File: src/rtl/tlb_pkg.sv
package tlb_pkg;

  typedef enum logic [1:0] {
    RK_MISS  = 2'd0,
    RK_HIT   = 2'd1,
    RK_FAULT = 2'd2
  } rsp_kind_e;

  // maximal-length feedback mask for an 8-bit shift register
  localparam int unsigned LFSR_TAPS_DEFAULT = 32'h0000_00B8;

endpackage

File: src/rtl/tlb_lfsr.sv
module tlb_lfsr #(
  parameter int          W     = 8,
  parameter int          IDX_W = 4,
  parameter int unsigned TAPS  = tlb_pkg::LFSR_TAPS_DEFAULT
) (
  input  logic             clk,
  input  logic             rst_n,
  output logic [IDX_W-1:0] rnd_idx
);
  logic [W-1:0] state_q;
  logic         fb;

  assign fb      = ^(state_q & W'(TAPS));
  assign rnd_idx = state_q[IDX_W-1:0];

  always_ff @(posedge clk) begin
    if (!rst_n) state_q <= W'(1);
    else        state_q <= {state_q[W-2:0], fb};
  end
endmodule

File: src/rtl/tlb_cam.sv
module tlb_cam #(
  parameter int N     = 16,
  parameter int TAG_W = 28,
  parameter int IDX_W = 4
) (
  input  logic [N-1:0][TAG_W-1:0] tags,
  input  logic [N-1:0]            valid,
  input  logic [TAG_W-1:0]        key,
  output logic                    any,
  output logic [IDX_W-1:0]        idx
);
  logic [N-1:0] hits;

  for (genvar g = 0; g < N; g++) begin : g_cmp
    assign hits[g] = valid[g] && (tags[g] == key);
  end

  always_comb begin
    any = |hits;
    idx = '0;
    for (int i = N - 1; i >= 0; i--) begin
      if (hits[i]) idx = IDX_W'(i);
    end
  end
endmodule

File: src/rtl/tlb_victim.sv
module tlb_victim #(
  parameter int N     = 16,
  parameter int IDX_W = 4
) (
  input  logic [N-1:0]     valid,
  input  logic             same_any,
  input  logic [IDX_W-1:0] same_idx,
  input  logic [IDX_W-1:0] rnd_idx,
  output logic [IDX_W-1:0] idx
);
  logic             free_any;
  logic [IDX_W-1:0] free_idx;

  always_comb begin
    free_any = 1'b0;
    free_idx = '0;
    for (int i = N - 1; i >= 0; i--) begin
      if (!valid[i]) begin
        free_any = 1'b1;
        free_idx = IDX_W'(i);
      end
    end
    if (same_any)      idx = same_idx;
    else if (free_any) idx = free_idx;
    else               idx = rnd_idx;
  end
endmodule

File: src/rtl/ptag_tlb.sv
module ptag_tlb #(
  parameter int ENTRIES = 16,
  parameter int PID_W   = 8,
  parameter int VPN_W   = 20,
  parameter int PFN_W   = 20,
  parameter int OFF_W   = 12,
  parameter int LFSR_W  = 8
) (
  input  logic                   clk,
  input  logic                   rst_n,
  input  logic                   req_valid,
  output logic                   req_ready,
  input  logic [PID_W-1:0]       req_pid,
  input  logic [VPN_W+OFF_W-1:0] req_vaddr,
  input  logic                   req_write,
  output logic                   rsp_valid,
  output logic                   rsp_hit,
  output logic                   rsp_fault,
  output logic [PFN_W+OFF_W-1:0] rsp_paddr,
  output logic                   rsp_dirty,
  output logic                   rsp_referenced,
  output logic                   miss_valid,
  output logic [PID_W-1:0]       miss_pid,
  output logic [VPN_W-1:0]       miss_vpn,
  input  logic                   refill_valid,
  input  logic [PID_W-1:0]       refill_pid,
  input  logic [VPN_W-1:0]       refill_vpn,
  input  logic [PFN_W-1:0]       refill_pfn,
  input  logic                   refill_writable,
  input  logic                   flush
);
  import tlb_pkg::*;

  localparam int IDX_W = $clog2(ENTRIES);
  localparam int TAG_W = PID_W + VPN_W;
  localparam int VA_W  = VPN_W + OFF_W;
  localparam int PA_W  = PFN_W + OFF_W;

  // entry state
  logic [ENTRIES-1:0]            vld_q, wr_q, dirty_q, ref_q;
  logic [ENTRIES-1:0][TAG_W-1:0] tag_q;
  logic [ENTRIES-1:0][PFN_W-1:0] pfn_q;

  logic             lk_any, rf_any;
  logic [IDX_W-1:0] lk_idx, rf_idx, rnd_idx, vic_idx;
  logic [TAG_W-1:0] lk_key, rf_key;
  logic [OFF_W-1:0] lk_off;
  logic             accept, refill_go, miss_q;
  rsp_kind_e        kind;

  assign lk_key    = {req_pid, req_vaddr[VA_W-1:OFF_W]};
  assign lk_off    = req_vaddr[OFF_W-1:0];
  assign rf_key    = {refill_pid, refill_vpn};
  assign req_ready = !miss_q && !flush;
  assign accept    = req_valid && req_ready;
  assign refill_go = refill_valid && !flush;

  tlb_cam #(.N(ENTRIES), .TAG_W(TAG_W), .IDX_W(IDX_W)) u_lookup_cam (
    .tags(tag_q), .valid(vld_q), .key(lk_key), .any(lk_any), .idx(lk_idx)
  );

  tlb_cam #(.N(ENTRIES), .TAG_W(TAG_W), .IDX_W(IDX_W)) u_refill_cam (
    .tags(tag_q), .valid(vld_q), .key(rf_key), .any(rf_any), .idx(rf_idx)
  );

  tlb_lfsr #(.W(LFSR_W), .IDX_W(IDX_W)) u_lfsr (
    .clk(clk), .rst_n(rst_n), .rnd_idx(rnd_idx)
  );

  tlb_victim #(.N(ENTRIES), .IDX_W(IDX_W)) u_victim (
    .valid(vld_q), .same_any(rf_any), .same_idx(rf_idx),
    .rnd_idx(rnd_idx), .idx(vic_idx)
  );

  always_comb begin
    if (!lk_any)                          kind = RK_MISS;
    else if (req_write && !wr_q[lk_idx])  kind = RK_FAULT;
    else                                  kind = RK_HIT;
  end

  // valid / permission / history bits; a refill overrides a same-slot hit update
  always_ff @(posedge clk) begin
    if (!rst_n) begin
      vld_q   <= '0;
      wr_q    <= '0;
      dirty_q <= '0;
      ref_q   <= '0;
    end else if (flush) begin
      vld_q   <= '0;
    end else begin
      if (accept && lk_any) begin
        ref_q[lk_idx] <= 1'b1;
        if (kind == RK_HIT && req_write) dirty_q[lk_idx] <= 1'b1;
      end
      if (refill_go) begin
        vld_q[vic_idx]   <= 1'b1;
        wr_q[vic_idx]    <= refill_writable;
        dirty_q[vic_idx] <= 1'b0;
        ref_q[vic_idx]   <= 1'b0;
      end
    end
  end

  always_ff @(posedge clk) begin
    if (refill_go) begin
      tag_q[vic_idx] <= rf_key;
      pfn_q[vic_idx] <= refill_pfn;
    end
  end

  // response register
  always_ff @(posedge clk) begin
    if (!rst_n) begin
      rsp_valid      <= 1'b0;
      rsp_hit        <= 1'b0;
      rsp_fault      <= 1'b0;
      rsp_paddr      <= '0;
      rsp_dirty      <= 1'b0;
      rsp_referenced <= 1'b0;
    end else begin
      rsp_valid      <= accept;
      rsp_hit        <= accept && (kind == RK_HIT);
      rsp_fault      <= accept && (kind == RK_FAULT);
      rsp_paddr      <= (accept && kind == RK_HIT) ? PA_W'({pfn_q[lk_idx], lk_off}) : '0;
      rsp_dirty      <= accept && lk_any &&
                        (dirty_q[lk_idx] || (kind == RK_HIT && req_write));
      rsp_referenced <= accept && lk_any && ref_q[lk_idx];
    end
  end

  // miss handshake
  always_ff @(posedge clk) begin
    if (!rst_n) begin
      miss_q   <= 1'b0;
      miss_pid <= '0;
      miss_vpn <= '0;
    end else if (flush) begin
      miss_q   <= 1'b0;
    end else if (accept && kind == RK_MISS) begin
      miss_q   <= 1'b1;
      miss_pid <= req_pid;
      miss_vpn <= req_vaddr[VA_W-1:OFF_W];
    end else if (refill_go) begin
      miss_q   <= 1'b0;
    end
  end

  assign miss_valid = miss_q;
endmodule

File: config.mk
export PLATFORM = sky130hd
export DESIGN_NAME = ptag_tlb
export DESIGN_NICKNAME = d
export VERILOG_FILES = /design/src/rtl/tlb_pkg.sv /design/src/rtl/tlb_lfsr.sv /design/src/rtl/tlb_cam.sv /design/src/rtl/tlb_victim.sv /design/src/rtl/ptag_tlb.sv
export SDC_FILE = /design/constraint.sdc
export NUM_CORES = 2
export LEC_CHECK = 0
export BUFFER_PORTS_ARGS = -buffer_cell sky130_fd_sc_hd__buf_2
export CORE_MARGIN = 8
export CORE_UTILIZATION = 43
export DETAILED_ROUTE_END_ITERATION = 6
export MAX_ROUTING_LAYER = met4
export SLEW_MARGIN = 30
export SYNTH_ARGS = -nofsm -noshare
export SYNTH_HDL_FRONTEND = slang
export SYNTH_HIERARCHICAL = 1
export SYNTH_SLANG_ARGS = --single-unit
File: constraint.sdc
create_clock -name clk -period 11.6 [get_ports clk]
set_input_delay 1.16 -clock clk [delete_from_list [all_inputs] [get_ports clk]]
set_output_delay 1.16 -clock clk [all_outputs]
set_load 0.01 [all_outputs]
==> flow_summary.ini <==
[run_status]
status = finished, final reports clean

[floorplan]
core_um2 = 96400
rows = 114
initial_core_util = 0.433
die_y_um = 328
die_x_um = 328
die_area_um2 = 107000
pin_count = 162

[critical_path]
critPathCaptureType = flip-flop
path_class = input pin to flip-flop
critPathLaunchType = input pin
cp_slowest_cell = or4b_1
critPathMaxFanout = 45
critPathArrivalTime_ns = 6.63
cpLargestDelayFamily = simple AND/OR/NAND/NOR gates
crit_path_cell_trace = buf_2 -> buf_4 -> xor2_1 -> nor4_1 -> nand4_1 -> o41ai_1 -> nand3b_1 -> nor2_1 -> nand2_1 -> nor2_1 -> a22o_1 -> or4b_1 -> nor3_4 -> buf_4
crit_required_ns = 11.90
slowest_delay_ns = 0.78
cp_num_buf_inv = 3

[cells_and_area]
area_growth_pct = 13.1
drive_above_1_share = 0.167
nets = 3108
n_fill_cell = 8183

[place]
place_hpwl_mm = 75.6
place_ws_ns = 4.34
numPortBuffers = 161
gp_congestion = 0.882

[clock_tree]
cts_hold_buf = 0
clockBufferDepth = 3
clock_latency_ns = 0.70
clockRootBuffer = clkbuf_16
cts_tree = built
clock_sink_count = 906
clk_pin_slew_ns = 0.06
numCtsBuffers = 96
cts-resized-gates = 0
cts_max_level = 3
post_cts_buffers = 0

[logic_synthesis]
syn_nets = 2943
ys_warn_count = 6
yosysMostFrequentCell = edfxtp_1
synth_edf_count = 768
synth_top_area_share = 0.553
yosysUniqueCellTypes = 65
ys_ff_latch = 906
syn_inst = 2848
synthArstFlopShare = 0
synth.area.top_cells = edfxtp_1 55%, xnor2_1 11%, xor2_1 7.5%
synthTopCellsByCount = 768 x edfxtp_1, 535 x xnor2_1, 358 x xor2_1
synth_top_cell_by_area = edfxtp_1
synth_ff_type = edfxtp_1
seq_area_frac_synth = 0.619
syn_area_per_cell_um2 = 14.7
synth_area_um2 = 41700

[routing]
via_per_inst = 5.85
routedWlPerCell_um = 29.3
ant_nets = 0
drt-pass1-iter-count = 7
drtIter0Drc = 2402
drcViolationCount = 0
vias = 25600
wirelength_mm = 128

[global_route]
grt_pass1_wl_mm = 183
grt_usage = 0.239
grt_max_degree = 68
overflow = 0
grt_antenna_before_repair = 6
grt_pass1_vias = 26400

[timing]
period_share = 0.545
setup_viol = 0
setup_slack_ns = 5.27
finalMaxSlewViolations = 0
fin_tns_setup_ns = 0
tightest_slew_ns = 1.05
rsz0062_at_grt = false
hold_violations = 0
max_freq_mhz = 158
finalCriticalPeriod_ns = 6.33
fin_skew_ns = 0.0318
slew_headroom = 0.297

[flow_run]
drv_cap = 0

[power]
vdd_drop_max_uv = 143
p_per_area_nw_per_um2 = 150
p_leak_nw = 15.0

[worst_hold_path]
hold_class = flip-flop to flip-flop
-- layout by cell type (no fill, tap or decap), types with 6 or more instances in the layout --
master / n
nor4_1: 118
a21oi_1: 66
nor2_4: 11
xor2_1: 358
nand2b_1: 9
nand4_1: 174
clkbuf_16: 96
nor3_1: 33
xnor2_1: 535
mux2i_1: 12
and2_1: 10
edfxtp_1: 768
nand2_1: 129
clkbuf_1: 27
bufinv_16: 9
a21boi_1: 32
clkinv_1: 14
clkinv_2: 13
o21ai_0: 14
nor2b_1: 8
o21a_1: 17
buf_4: 76
buf_2: 161
clkbuf_8: 10
nor2_1: 24
mux4_1: 19
xnor2_2: 6
dfxtp_1: 138
nand3_1: 14
mux4_2: 91
-- path summary, 6_finish.rpt --
| kind | startpoint | end | slack [ns] | cells after the start |
|---|---|---|---|---|
| setup reg to reg | tag_q[116]$_DFFE_PP_ | tag_q[16]$_DFFE_PP_ | 6.22 | 12 |
| setup / recovery | refill_vpn[13] | tag_q[16]$_DFFE_PP_ | 5.27 | 14 |
| hold / removal | miss_vpn[5]$_SDFFE_PN0P_ | miss_vpn[5]$_SDFFE_PN0P_ | 0.45 | 2 |
| hold reg to reg | miss_vpn[5]$_SDFFE_PN0P_ | miss_vpn[5]$_SDFFE_PN0P_ | 0.45 | 2 |
-- cell families (layout without fill, tap and decap cells) --
family	Yosys count	after routing	synth area share
mux	127	127	0.0653
compound gates	165	165	0.0254
simple gates	568	568	0.0762
flops	906	906	0.619
xor+xnor	899	899	0.190
buf+inv	183	431	0.0245
other cells	0	3	0
-- where the power goes --
part	total [mW]	internal, mW	switching, mW
Clock	3.12	1.81	1.31
Sequential	3.55	3.54	0.00907
Combinational	0.432	0.135	0.297
Total	7.10	5.49	1.61
-- worst register-to-register path, stage by stage, from the launching register on --
cell and delay, ns:
edfxtp_1 0.44, xnor2_1 0.26, nand4_1 0.13, nor4_1 0.54
nand4_1 0.43, nand3b_1 0.29, nor2_1 0.07, nand2_1 0.20
nor2_1 0.08, a22o_1 0.30, or4b_1 0.78, nor3_4 0.65
buf_4 0.76
-- state kept, by name (all words and copies together), names as in the netlist, 16 cells and up --
name and cells:
ref_q 16, tag_q 448, miss_vpn 20, wr_q 16, pfn_q 320, dirty_q 16
rsp_paddr 32, vld_q 16
-- layout make-up --
cell class	count	area [um2]	share of cell area
tap	1276	1600	0.0338
antenna	3	7.51	0.000159
timing repair buffer	244	1500	0.0318
clock buffer	134	2650	0.0561
inverter	6	22.5	0.000477
multi-input combinational	1759	15100	0.319
clock inverter	47	542	0.0115
sequential	906	25800	0.547
-- per-stage QoR --
stage | total power, mW | utilization | std cells | hold WS (ns) | cell area (um2)
after floorplan | 3.86 | - | 2848 | 0.412 | 41700
after global placement | 4.04 | 0.455 | 4185 | 0.423 | 43900
after detailed placement | 4.05 | 0.455 | 4187 | 0.445 | 43900
after CTS | 7.15 | 0.488 | 4368 | 0.453 | 47100
after global routing | 7.28 | 0.489 | 4375 | 0.481 | 47200
final | 7.10 | 0.489 | 4375 | 0.453 | 47200
-- routing by layer --
metal | global-route usage | vias to the layer above | part of all wire
li1 | - | 10900 | -
met1 | 0.290 | 13200 | 0.40
met2 | 0.400 | 1133 | 0.49
met4 | 0.0999 | 0 | 0.048
met3 | 0.0341 | 328 | 0.061
met5 | - | - | 0
(Power assumes the default switching activity.)
